File: config.mk
export PLATFORM = sky130hd
export DESIGN_NAME = blank_status_gen
export DESIGN_NICKNAME = d
export VERILOG_FILES = /design/src/rtl/blank_status_pkg.sv /design/src/rtl/raster_counter.sv /design/src/rtl/blank_event_decode.sv /design/src/rtl/sr_flag.sv /design/src/rtl/blank_status_gen.sv
export SDC_FILE = /design/constraint.sdc
export NUM_CORES = 1
export LEC_CHECK = 0
export ABC_AREA = 1
export ABC_CLOCK_PERIOD_IN_PS = 2500
export BUFFER_PORTS_ARGS = -buffer_cell sky130_fd_sc_hd__buf_2
export CORE_UTILIZATION = 46
export CTS_CLUSTER_SIZE = 20
export DETAILED_ROUTE_END_ITERATION = 16
export PLACE_DENSITY = 0.69
export SYNTH_ARGS = -nofsm -noshare
export SYNTH_HDL_FRONTEND = slang
export SYNTH_HIERARCHICAL = 1
export SYNTH_SLANG_ARGS = --single-unit
File: constraint.sdc
create_clock -name clk -period 2.5 [get_ports clk]
set_input_delay 0.375 -clock clk [delete_from_list [all_inputs] [get_ports clk]]
set_output_delay 0.375 -clock clk [all_outputs]
set_load 0.01 [all_outputs]
File: src/rtl/blank_status_pkg.sv
package blank_status_pkg;

    localparam int unsigned CNT_W  = 9;
    localparam int unsigned NFLAG  = 3;

    // Flag slot indices inside the flag vector
    localparam int unsigned FL_VB   = 0;
    localparam int unsigned FL_HB   = 1;
    localparam int unsigned FL_BUSY = 2;

    typedef logic [CNT_W-1:0] cnt_t;

    typedef struct packed {
        cnt_t v;
        cnt_t h;
    } raster_pos_t;

    typedef struct packed {
        logic set;
        logic clr;
    } flag_evt_t;

    function automatic logic pos_is(raster_pos_t p, int unsigned v, int unsigned h);
        return (p.v == cnt_t'(v)) && (p.h == cnt_t'(h));
    endfunction

    function automatic logic [7:0] pack_status(logic vb, logic hb, logic busy);
        return {vb, hb, 5'b0_0000, busy};
    endfunction

endpackage

File: src/rtl/raster_counter.sv
module raster_counter
    import blank_status_pkg::*;
#(
    parameter int unsigned H_TOTAL = 340,
    parameter int unsigned V_TOTAL = 262
) (
    input  logic        clk,
    input  logic        rst,
    input  logic        step,
    output raster_pos_t cur,
    output raster_pos_t nxt
);
    localparam cnt_t H_LAST = cnt_t'(H_TOTAL - 1);
    localparam cnt_t V_LAST = cnt_t'(V_TOTAL - 1);

    always_comb begin
        nxt = cur;
        if (step) begin
            if (cur.h == H_LAST) begin
                nxt.h = '0;
                nxt.v = (cur.v == V_LAST) ? '0 : cur.v + 1'b1;
            end else begin
                nxt.h = cur.h + 1'b1;
            end
        end
    end

    always_ff @(posedge clk) begin
        if (rst) cur <= '0;
        else     cur <= nxt;
    end
endmodule

File: src/rtl/blank_event_decode.sv
module blank_event_decode
    import blank_status_pkg::*;
#(
    parameter int unsigned V_TOTAL    = 262,
    parameter int unsigned HB_SET_H   = 289,
    parameter int unsigned HB_CLR_H   = 18,
    parameter int unsigned VB_SET_V   = 225,
    parameter int unsigned VB_SET_H   = 22,
    parameter int unsigned VB_CLR_V   = 0,
    parameter int unsigned VB_CLR_H   = 30,
    parameter int unsigned AUTO_LINES = 3
) (
    input  logic                  step,
    input  logic                  autoread_en,
    input  raster_pos_t           nxt,
    output flag_evt_t [NFLAG-1:0] evt
);
    localparam int unsigned BUSY_END_V = (VB_SET_V + AUTO_LINES) % V_TOTAL;

    logic vb_start;

    always_comb begin
        vb_start            = step && pos_is(nxt, VB_SET_V, VB_SET_H);

        evt[FL_VB].set      = vb_start;
        evt[FL_VB].clr      = step && pos_is(nxt, VB_CLR_V, VB_CLR_H);

        evt[FL_HB].set      = step && (nxt.h == cnt_t'(HB_SET_H));
        evt[FL_HB].clr      = step && (nxt.h == cnt_t'(HB_CLR_H));

        // Busy window opens only when the enable is present at blank start
        evt[FL_BUSY].set    = vb_start && autoread_en;
        evt[FL_BUSY].clr    = step && pos_is(nxt, BUSY_END_V, VB_SET_H);
    end
endmodule

File: src/rtl/sr_flag.sv
module sr_flag (
    input  logic clk,
    input  logic rst,
    input  logic set,
    input  logic clr,
    output logic q
);
    always_ff @(posedge clk) begin
        if (rst)      q <= 1'b0;
        else if (set) q <= 1'b1;
        else if (clr) q <= 1'b0;
    end
endmodule

File: src/rtl/blank_status_gen.sv
module blank_status_gen
    import blank_status_pkg::*;
#(
    parameter int unsigned H_TOTAL    = 340,
    parameter int unsigned V_TOTAL    = 262,
    parameter int unsigned HB_SET_H   = 289,
    parameter int unsigned HB_CLR_H   = 18,
    parameter int unsigned VB_SET_V   = 225,
    parameter int unsigned VB_SET_H   = 22,
    parameter int unsigned VB_CLR_V   = 0,
    parameter int unsigned VB_CLR_H   = 30,
    parameter int unsigned AUTO_LINES = 3
) (
    input  logic             clk,
    input  logic             rst,
    input  logic             dot_en,
    input  logic             autoread_en,
    output logic [CNT_W-1:0] h_count,
    output logic [CNT_W-1:0] v_count,
    output logic             vblank,
    output logic             hblank,
    output logic             autoread_busy,
    output logic [7:0]       status
);
    raster_pos_t           pos_cur;
    raster_pos_t           pos_nxt;
    flag_evt_t [NFLAG-1:0] evt;
    logic      [NFLAG-1:0] flag_q;

    raster_counter #(
        .H_TOTAL (H_TOTAL),
        .V_TOTAL (V_TOTAL)
    ) u_cnt (
        .clk  (clk),
        .rst  (rst),
        .step (dot_en),
        .cur  (pos_cur),
        .nxt  (pos_nxt)
    );

    blank_event_decode #(
        .V_TOTAL    (V_TOTAL),
        .HB_SET_H   (HB_SET_H),
        .HB_CLR_H   (HB_CLR_H),
        .VB_SET_V   (VB_SET_V),
        .VB_SET_H   (VB_SET_H),
        .VB_CLR_V   (VB_CLR_V),
        .VB_CLR_H   (VB_CLR_H),
        .AUTO_LINES (AUTO_LINES)
    ) u_dec (
        .step        (dot_en),
        .autoread_en (autoread_en),
        .nxt         (pos_nxt),
        .evt         (evt)
    );

    for (genvar gi = 0; gi < NFLAG; gi++) begin : g_flag
        sr_flag u_flag (
            .clk (clk),
            .rst (rst),
            .set (evt[gi].set),
            .clr (evt[gi].clr),
            .q   (flag_q[gi])
        );
    end

    assign h_count       = pos_cur.h;
    assign v_count       = pos_cur.v;
    assign vblank        = flag_q[FL_VB];
    assign hblank        = flag_q[FL_HB];
    assign autoread_busy = flag_q[FL_BUSY];
    assign status        = pack_status(vblank, hblank, autoread_busy);
endmodule

==> out/qor.yml, run 1 <==
logic_synthesis:
  ys_seq_elements: 21
  yosys.area.top_type: "dfxtp_1"
  synth_warnings: 6
  syn_avg_cell_area_sq_um: 5.96
  synth_cells: 255
  ys_seq_area_frac: 0.277
  yosys-top-cells-area: "dfxtp_1, nand2_1, inv_1"
  synth_top_cell_area_share: 0.277
  ys_types: 26
  synthesis.area_sq_mm: 0.00152
place:
  hpwlAfterDp_mm: 2.56
  gp_congestion: 0.871
  io_buffers: 27
final_layout:
  antenna_cells: 0
  layout_common_cells: "nand2_1, inv_1, nor2_1"
  nFillCells: 359
  area_growth_pct: 12.1
  drive_gt1_frac: 0.205
  fin_nets: 291
  multi_input_area_sq_um: 832
  utilization: 0.549
  layout_commonest_cell: "nand2_1"
  ff_latch_area_sq_um: 422
floorplan:
  start_util: 0.490
  die_y_microns: 59.5
  std_cell_rows: 20
  die_w_microns: 59.5
  core_area_sq_mm: 0.00310
  dieArea_sq_mm: 0.00354
  pin_count: 33
setup_path:
  cpMaxStageDelayCell: "dfxtp_1"
  start_kind: "flip-flop"
  crit_arrival_ps: 2450
  crit_fanout: 9
  required_ps: 2690
  end_kind: "flip-flop"
  critical_path_class: "flip-flop to flip-flop"
  cp_slowest_stage_delay_ps: 410
  path_cells: "ha_1, nand2_1, nor2_1, nand2_2, nor2_4, nand2_1, nand2_1, nor2_1, nor2_1, nand2_1, nor2_1, nand3_1, nor2_1, inv_1, nand2_1, a21oi_2"
power_and_ir_drop:
  pwr_density_cell_mw_per_mm2: 322
  total_power_w: 0.000548
  p_leak_nw: 0.904
  ir_drop_v: 0.000213
global_route:
  grt_use_total: 0.203
  grt_overflow: 0
  antenna_found_initial: 0
  grt_pass1_wl_mm: 5.42
  grt_max_degree: 22
  grt_pass1_vias: 1252
timing:
  max_freq_mhz: 442
  finalCriticalPeriod_ps: 2260
  skew_ps: 1.90
  hold_slack_ps: 393
  fin_crit_sh: 0.904
  hold_viol: 0
  report.final.slew_viol_count: 0
  setup_viol: 0
min_path:
  min_path_type: "primary input to flip-flop"
cts:
  clkLatencyLatePin_ps: 300
  cts_root_buf: "clkbuf_4"
  clk_path_buf_depth: 2
  cts_inserted_buffers: 3
  cts_tree: "done"
  cts.sinks: 21
  htree_levels: 1
  clk_pin_slew_worst_paths_ps: 120
routing:
  drt-vias-per-instance: 4.72
  drt_wl_total_mm: 3.44
  drc: 0
  drt_iter0_markers: 83
  ant_nets: 0
  dr.pass1.iters: 4
  dr_total_vias: 1544
  post_drt_wl_per_cell_microns: 10.5
status:
  status: "completed"
flow_run:
  cap_violations: 0
through the flow:
stage | cells | setup TNS [ps] | cell area, sq um | setup WS (ps)
3_5_place_dp | 318 | 0 | 1640 | 248
4_1_cts | 322 | 0 | 1660 | 208
2_1_floorplan | 259 | 0 | 1530 | 482
5_1_grt | 327 | -11.2 | 1700 | -11.2
3_3_place_gp | 318 | 0 | 1640 | 284
6_report | 327 | 0 | 1700 | 240
report_power, final:
group	internal [W]	switching, W	total, W
sequential	0.000338	0.00000350	0.000341
combinational	0.0000108	0.0000291	0.0000399
clock	0.0000621	0.000105	0.000167
total	0.000411	0.000137	0.000548
cell usage after synthesis, drive strengths merged:
cell    count
nand2      58
nor2       52
inv        50
dfxtp      21
nand3      21
buf        12
a21oi       9
nand4       8
nor3        8
o21ai       6
ha          3
nor3b       2
nor4        2
clkbuf      1
conb        1
xor2        1
registers in the layout, summed over array words and instances, names as in the netlist:
signal and flops:
g_flag.u_flag/q 3, u_cnt/cur 18
worst max-delay path: cells and delay by family (launching register included):
kind | cells | cell delay, ps
and+or+nand+nor | 13 | 1430
DFF | 1 | 410
adders and majority gates | 1 | 220
buffers and inverters | 1 | 40
AOI/OAI and AO/OA | 1 | 40
kinds of logic after synthesis:
logic type,Yosys count,synth area share
compound gates,15,0.0568
simple gates,151,0.448
fa+ha+maj,3,0.0247
buf+inv,63,0.185
xor+xnor,1,0.00577
flops,21,0.277
other cells,1,0.00247
routing by layer:
layer	track usage	wire length, microns	vias to the layer above
li1	-	-	828
met1	0.280	1730	675
met2	0.315	1540	39
met3	0.0415	158	2
met4	0.0680	16	0
met5	0	0	-
final cells by class:
cell class | count | area share
tap | 44 | 0.0323
inverter | 50 | 0.110
sequential | 21 | 0.248
timing repair buffer | 33 | 0.106
clock buffer | 4 | 0.0154
multi-input combinational | 175 | 0.489
final timing paths:
path,start,to,slack [ps],depth (start not counted)
min reg2reg,g_flag[1].u_flag/q,g_flag[1].u_flag/q,480,2
max reg2reg,u_cnt/cur[1],g_flag[0].u_flag/q,240,16
max,u_cnt/cur[1],g_flag[0].u_flag/q,240,16
min,autoread_en,g_flag[2].u_flag/q,390,5
what timing repair did:
item	4_1_cts	5_1_grt
buffers inserted	0	5
setup endpoints to repair	0	2
hold buffers	0	0
resized for setup	0	2
Power figures use the tool's default switching activity.
==> run 2, diff against run 1 <==
- SYNTH_HIERARCHICAL: 1 -> default
==> run 2 against run 1 <==
Non-clock buffer count decreased by 6; synthesized cell count decreased by 2.7%; final area increased by 0.22%; first-iteration DRC count fell by 1.2%; critical path depth down 3; combinational power shrank 4%; area after synthesis up 2.3%; sequential cell count unchanged; worst setup slack better by 240 ps; global-route usage is 1.8 points higher; sequential share of layout area shrank 0.13 points; critical endpoint is now g_flag[2].u_flag.q; highest routed layer unchanged.
==> out/qor.yml, run 2 <==
cts:
  cts_root_buf: "clkbuf_4"  # unchanged
  cts.sinks: 21  # unchanged
  cts_tree: "done"  # unchanged
  clkLatencyLatePin_ps: 310  # was 300 ps
  cts_inserted_buffers: 3  # unchanged
  clk_path_buf_depth: 2  # unchanged
  cts_hold_buffers: 0  # unchanged
  htree_levels: 1  # unchanged
  clk_pin_slew_worst_paths_ps: 120  # about the same
  postCtsSetupRepairBufs: 0  # unchanged
  cts_resized: 0  # unchanged
final_layout:
  multi_input_area_sq_um: 956  # was 832 sq um
  reg.largest.list: "u_cnt.cur (18), g_flag.u_flag.q (3)"  # was u_cnt/cur (18), g_flag.u_flag/q (3)
  fin_cells: 315  # was 327
  utilization: 0.546  # was 0.549
  largest_register: "u_cnt.cur"  # was u_cnt/cur
  antenna_cells: 0  # unchanged
  layout_commonest_cell: "nand2_1"  # unchanged
  drive_gt1_frac: 0.225  # was 0.205
  layout_common_cells: "nand2_1, nor2_1, buf_2"  # was nand2_1, inv_1, nor2_1
  area_growth_pct: 9.82  # was 12.1%
  fin_nets: 279  # was 291
  ff_latch_area_sq_um: 420  # was 422 sq um
  postLayoutCellArea_sq_mm: 0.00171  # was 0.00170 sq mm
  nFillCells: 335  # was 359
  largest_reg_flops: 18  # unchanged
timing:
  hold_viol: 0  # unchanged
  tns_ps: 0  # unchanged
  rsz0062_at_grt: "no"
  finalCriticalPeriod_ps: 2020  # was 2260 ps
  setup_viol: 0  # unchanged
  fin_crit_sh: 0.809  # was 0.904
  report.final.slew_viol_count: 0  # unchanged
  max_freq_mhz: 495  # was 442 MHz
  skew_ps: 2.51  # was 1.90 ps
global_route:
  grt_overflow: 0  # unchanged
  grt_pass1_vias: 1368  # was 1252
  grt_pass1_wl_mm: 5.98  # was 5.42 mm
  grt_max_degree: 22  # unchanged
  antenna_found_initial: 0  # unchanged
  grt_use_total: 0.222  # was 0.203
floorplan:
  std_cell_rows: 20  # unchanged
  die_y_microns: 60.1  # was 59.5 microns
  start_util: 0.497  # was 0.490
  pin_count: 33  # unchanged
  die_w_microns: 60.1  # was 59.5 microns
  dieArea_sq_mm: 0.00361  # was 0.00354 sq mm
  core_area_sq_mm: 0.00313  # was 0.00310 sq mm
logic_synthesis:
  synth_edf_count: 0  # unchanged
  ys_seq_area_frac: 0.271  # was 0.277
  synth_cells: 248  # was 255
  yosys-top-cells-area: "dfxtp_1, nand2_1, nor2_1"  # was dfxtp_1, nand2_1, inv_1
  ys_seq_elements: 21  # unchanged
  syn_avg_cell_area_sq_um: 6.27  # was 5.96 sq um
  synth_warnings: 0  # was 6
  yosys.area.top_type: "dfxtp_1"  # unchanged
  synth.most_common_cell: "nand2_1"  # unchanged
  synthFlopType: "dfxtp_1"  # unchanged
  synth_top_cell_area_share: 0.271  # was 0.277
  yosys-top-cells-count: "nand2_1, nor2_1, inv_1"  # was nand2_1, inv_1, nor2_1
  ys_types: 28  # was 26
  async_flop_share: 0  # unchanged
  synthesis.area_sq_mm: 0.00155  # was 0.00152 sq mm
setup_path:
  start_kind: "flip-flop"  # unchanged
  end_kind: "flip-flop"  # unchanged
  cp_slowest_stage_delay_ps: 410  # about the same
  ff2ff_path_depth: 13  # was 16
  crit_arrival_ps: 2280  # was 2450 ps
  path_cells: "ha_1, nand2_1, inv_1, nand2_2, nor2_8, nand2_4, nand2_1, nand2_2, a21oi_2, nand2_1, nor2_1, nand3_2, a21oi_2"  # was ha_1, nand2_1, nor2_1, nand2_2, nor2_4, nand2_1, nand2_1, nor2_1, nor2_1, nand2_1, nor2_1, nand3_1, nor2_1, inv_1, nand2_1, a21oi_2
  cp_common_cell: "nand2_1"
  cpMaxStageDelayCell: "dfxtp_1"  # unchanged
  crit_fanout: 10  # was 9
  critical_path_class: "flip-flop to flip-flop"  # unchanged
  required_ps: 2760  # was 2690 ps
routing:
  ant_nets: 0  # unchanged
  drt-vias-per-instance: 4.91  # was 4.72
  dr.pass1.iters: 6  # was 4
  drt_wl_total_mm: 3.52  # was 3.44 mm
  post_drt_wl_per_cell_microns: 11.2  # was 10.5 microns
  drc: 0  # unchanged
  drt_iter0_markers: 82  # was 83
  dr_total_vias: 1547  # was 1544
power_and_ir_drop:
  total_power_w: 0.000554  # was 0.000548 W
  pwr_density_cell_mw_per_mm2: 325  # was 322 mW/mm^2
  ir_drop_v: 0.000291  # was 0.000213 V
  p_leak_nw: 0.923  # was 0.904 nW
place:
  gp_congestion: 0.817  # was 0.871
  place_area_sq_mm: 0.00168  # was 0.00164 sq mm
  place_inst: 311  # was 318
  hpwlAfterDp_mm: 2.71  # was 2.56 mm
  io_buffers: 27  # unchanged
flow_run:
  cap_violations: 0  # unchanged
min_path:
  min_path_type: "primary input to flip-flop"  # unchanged
  holdPathStages: 3  # was 5
status:
  status: "completed"  # unchanged
-- run 2: cell types whose count changed after synthesis, sizes merged, moves of 2 or more --
cell and change:
clkbuf +2, nor3 -5, o21ai -2, nor4 -2, a21oi -5, xor2 +3, nand2 +29, inv -21
buf -3, nor2 -5
-- run 2: layer usage --
layer,GRT usage,wire (microns),share of wire
met1,0.266,1610,0.46
met5,0,0,0
met2,0.394,1750,0.50
met4,0.0565,30,0.0085
met3,0.0476,133,0.038
-- run 2: worst paths after layout --
path	slack [ps]	endpoint	start
worst max register to register	480	g_flag[2].u_flag.q	u_cnt.cur[0]
worst min-delay path	310	g_flag[2].u_flag.q	autoread_en
worst min register to register	490	g_flag[1].u_flag.q	g_flag[1].u_flag.q
worst max-delay path	480	g_flag[2].u_flag.q	u_cnt.cur[0]
-- run 2: kinds of logic (layout without fill, tap and decap cells) --
logic type      after synthesis  count (layout)  share of synthesized area
simple gates                168             168                      0.514
buf+inv                      42              61                      0.124
flops                        21              21                      0.271
compound gates                9               9                     0.0378
xor+xnor                      4               4                     0.0274
fa+ha+maj                     3               3                     0.0242
other cells                   1               5                    0.00241
-- run 2: area by class of cell --
cell class                 count  share of cell area
timing repair buffer          27              0.0792
sequential                    21               0.246
tap                           44              0.0323
multi-input combinational    189               0.560
clock buffer                   4              0.0154
inverter                      30              0.0667
-- run 2: critical path, delay by kind of cell (launching register included) --
family,cells,cell delay [ps]
compound gates,2,240
simple gates,9,1010
fa+ha+maj,1,240
buf+inv,1,80
flops,1,410
-- run 2: where the power goes --
group / internal, W / leakage [nW] / switching, W
Combinational: 0.00000966 / 0.739 / 0.0000285
Sequential: 0.000337 / 0.169 / 0.00000277
Clock: 0.0000624 / 0.0150 / 0.000113
Total: 0.000409 / 0.923 / 0.000145
-- run 2: metrics by stage --
stage	hold WS, ps	worst slack (ps)
after floorplan	437	682
after global placement	472	505
after detailed placement	477	505
after CTS	304	477
after global routing	283	267
final	307	478
==> run 3, diff against run 2 <==
- ABC_AREA: 1 -> 0
- ABC_CLOCK_PERIOD_IN_PS: 2500 -> 1900
- PLACE_DENSITY: 0.69 -> 0.7
- clock period: 2.5 -> 1.9 ns (I/O delays scaled with it)
==> run 3 against run 2 <==
The flow now finishes with violations (DRC, setup timing); clock power is 27% higher; utilization is 19 points higher; non-clock buffer count is 60 higher.
==> out/qor.yml, run 3 <==
setup_path:
  crit_arrival_ps: 2460  # was 2280 ps
  start_kind: "flip-flop"  # unchanged
  crit_fanout: 8  # was 10
  cp_slowest_stage_delay_ps: 370  # was 410 ps
  rrSetupSlack_ps: -340  # was 480 ps
  path_cells: "ha_4, and4b_1, and3_4, buf_4, nor4_4, nand4_2, nor4b_4, a31oi_1, a31o_1"  # was ha_1, nand2_1, inv_1, nand2_2, nor2_8, nand2_4, nand2_1, nand2_2, a21oi_2, nand2_1, nor2_1, nand3_2, a21oi_2
  worst_r2r_endpoint: "g_flag[0].u_flag.q"  # was g_flag[2].u_flag.q
  end_kind: "flip-flop"  # unchanged
  critical_path_class: "flip-flop to flip-flop"  # unchanged
  cpMaxStageDelayCell: "dfxtp_4"  # was dfxtp_1
  rr_startpoint: "u_cnt.cur[0]"  # unchanged
  ff2ff_path_depth: 9  # was 13
  required_ps: 2110  # was 2760 ps
power_and_ir_drop:
  p_switching_w: 0.000204  # was 0.000145 W
  pwr_density_cell_mw_per_mm2: 373  # was 325 mW/mm^2
  p_int_w: 0.000575  # was 0.000409 W
  comb_power_share: 0.133  # was 0.069
  ir_drop_v: 0.000334  # was 0.000291 V
  swShare: 0.261  # about the same
  power_frac_clock: 0.288  # was 0.318
  seqPwrFrac: 0.579  # was 0.614
  p_leak_nw: 0.966  # was 0.923 nW
routing:
  drc: 2  # was 0
  drt_wl_total_mm: 4.36  # was 3.52 mm
  drt_iter0_markers: 49  # was 82
  dr_total_vias: 1628  # was 1547
  post_drt_wl_per_cell_microns: 15.4  # was 11.2 microns
  dr.pass1.iters: 10  # was 6
  ant_nets: 0  # unchanged
  drt-vias-per-instance: 5.75  # was 4.91
logic_synthesis:
  synth_edf_count: 0  # unchanged
  yosys-top-cells-area: "dfxtp_1, buf_4, a21oi_1"  # was dfxtp_1, nand2_1, nor2_1
  yosys.area.top_type: "dfxtp_1"  # unchanged
  synthesis.area_sq_mm: 0.00144  # was 0.00155 sq mm
  synthFlopType: "dfxtp_1"  # unchanged
  synth_top_cell_area_share: 0.292  # was 0.271
  async_flop_share: 0  # unchanged
  synth_cells: 173  # was 248
  syn_avg_cell_area_sq_um: 8.31  # was 6.27 sq um
  synth.most_common_cell: "dfxtp_1"  # was nand2_1
  ys_seq_elements: 21  # unchanged
  synth_warnings: 0  # unchanged
  yosys-top-cells-count: "dfxtp_1, nor2_1, a21oi_1"  # was nand2_1, nor2_1, inv_1
  ys_types: 50  # was 28
  ys_seq_area_frac: 0.292  # was 0.271
timing:
  hold_viol: 0  # unchanged
  setup_viol: 3  # was 0
  hold_slack_ps: 228  # was 307 ps
  finalCriticalPeriod_ps: 2240  # was 2020 ps
  max_freq_mhz: 446  # was 495 MHz
  fin_crit_sh: 1.18  # was 0.809
  skew_ps: 4.33  # was 2.51 ps
  worst_slack_ps: -344  # was 478 ps
  rsz0062_at_grt: "yes"  # was no
  report.final.slew_viol_count: 0  # unchanged
min_path:
  min_path_type: "primary input to flip-flop"  # unchanged
  worstHoldStart: "autoread_en"  # unchanged
  holdPathEnd: "g_flag[2].u_flag.q"  # unchanged
  holdPathStages: 2  # was 3
place:
  place_inst: 275  # was 311
  gp_congestion: 0.940  # was 0.817
  io_buffers: 27  # unchanged
  hpwlAfterDp_mm: 3.18  # was 2.71 mm
final_layout:
  reg.largest.list: "u_cnt.cur (18), g_flag.u_flag.q (3)"  # unchanged
  utilization: 0.731  # was 0.546
  layout_common_cells: "buf_4, buf_2, dfxtp_1"  # was nand2_1, nor2_1, buf_2
  fin_nets: 260  # was 279
  largest_reg_flops: 18  # unchanged
  drive_gt1_frac: 0.437  # was 0.225
  area_growth_pct: 45.0  # was 9.82%
  layout_commonest_cell: "buf_4"  # was nand2_1
  fin_cells: 283  # was 315
  largest_register: "u_cnt.cur"  # unchanged
  antenna_cells: 0  # unchanged
floorplan:
  pin_count: 33  # unchanged
  std_cell_rows: 19  # was 20
  die_y_microns: 57.9  # was 60.1 microns
  dieArea_sq_mm: 0.00335  # was 0.00361 sq mm
  start_util: 0.504  # was 0.497
  core_area_sq_mm: 0.00285  # was 0.00313 sq mm
  die_w_microns: 57.9  # was 60.1 microns
flow_run:
  cap_violations: 0  # unchanged
cts:
  clk_path_buf_depth: 2  # unchanged
  clk_pin_slew_worst_paths_ps: 120  # about the same
  cts.sinks: 21  # unchanged
  cts_inserted_buffers: 3  # unchanged
  clkLatencyLatePin_ps: 310  # about the same
  htree_levels: 1  # unchanged
  cts_tree: "done"  # unchanged
  cts_root_buf: "clkbuf_4"  # unchanged
  cts_hold_buffers: 0  # unchanged
status:
  violations: "DRC, setup timing"
  status: "complete, but fails checks"  # was completed
global_route:
  antenna_found_initial: 0  # unchanged
  grt_use_total: 0.269  # was 0.222
  grt_pass1_wl_mm: 7.06  # was 5.98 mm
  grt_max_degree: 22  # unchanged
  grt_overflow: 0  # unchanged
  grt_pass1_vias: 1592  # was 1368
## run 3: cell count changes after synthesis, moves of 5 or more
cell,before,now
a21oi_1,1,12
inv_2,5,0
nand2_1,80,9
nand2_2,5,0
nand2b_1,0,6
nor2_1,40,14
nand3_2,6,0
inv_1,24,3
and3_1,0,9
nor3_1,3,11
xnor2_1,0,5
nand3_1,15,7
## run 3: how the worst max path moves through the flow
stage	cells past startpoint	slack [ps]	end	start
6_report	9	-340	g_flag[0].u_flag.q	u_cnt.cur[0]
5_1_grt	8	-450	g_flag[0].u_flag.q	u_cnt.cur[2]
4_1_cts	8	-280	g_flag[0].u_flag.q	u_cnt.cur[0]
3_5_place_dp	9	-390	g_flag[0].u_flag.q	u_cnt.cur[9]
3_3_place_gp	7	-360	g_flag[0].u_flag.q	u_cnt.cur[3]
2_1_floorplan	9	-290	g_flag[0].u_flag.q	u_cnt.cur[2]
## run 3: repair_timing
item / 4_1_cts / 5_1_grt
buffers inserted: 2 / 2
pin swaps: 7 / 5
endpoints found under the setup margin: 4 / 4
resized for setup: 9 / 4
## run 3: metal layers
metal / wire length [microns] / up-vias / global-route usage / part of all wire
li1: - / 782 / - / -
met1: 2050 / 772 / 0.368 / 0.47
met2: 1980 / 61 / 0.435 / 0.45
met3: 211 / 13 / 0.0290 / 0.048
met4: 119 / 0 / 0.105 / 0.027
met5: 0 / - / 0 / 0
## run 3: stage by stage
| step | setup TNS (ps) | cell area (sq um) | setup WS, ps | power [W] |
|---|---|---|---|---|
| 2_1_floorplan | -521 | 1500 | -288 | 0.000524 |
| 3_3_place_gp | -869 | 1970 | -356 | 0.000555 |
| 3_5_place_dp | -968 | 1970 | -392 | 0.000557 |
| 4_1_cts | -640 | 2050 | -276 | 0.000781 |
| 5_1_grt | -1240 | 2080 | -453 | 0.000803 |
| 6_report | -869 | 2080 | -344 | 0.000779 |
## run 3: final cells by class
class,instances,area [sq um]
fill,214,768
inverter,3,11.3
clock buffer,4,26.3
multi-input combinational,137,990
timing repair buffer,87,589
sequential,21,429
tap,31,38.8
## run 3: worst max-delay path, delay by kind of cell, from the launching register on
| family | cells | cell delay, ps |
|---|---|---|
| simple gates | 5 | 1160 |
| flops | 1 | 370 |
| compound gates | 2 | 300 |
| fa+ha+maj | 1 | 150 |
| buf+inv | 1 | 150 |
## run 3: cell families (layout without fill, tap and decap cells)
group,Yosys count,after routing,synth area share
compound gates,37,37,0.173
xor+xnor,8,8,0.0487
fa+ha+maj,3,3,0.0261
buf+inv,19,94,0.0844
flops,21,21,0.292
mux,3,3,0.0209
other cells,1,5,0.00261
simple gates,81,81,0.352
## run 3: power by group through the flow
| stage | Combinational (W) | Sequential (W) | Clock (W) |
|---|---|---|---|
| 2_1_floorplan | 0.0000563 | 0.000468 | 0 |
| 3_3_place_gp | 0.0000939 | 0.000461 | 0 |
| 3_5_place_dp | 0.0000964 | 0.000461 | 0 |
| 4_1_cts | 0.000101 | 0.000451 | 0.000229 |
| 5_1_grt | 0.000113 | 0.000452 | 0.000237 |
| 6_report | 0.000104 | 0.000451 | 0.000224 |
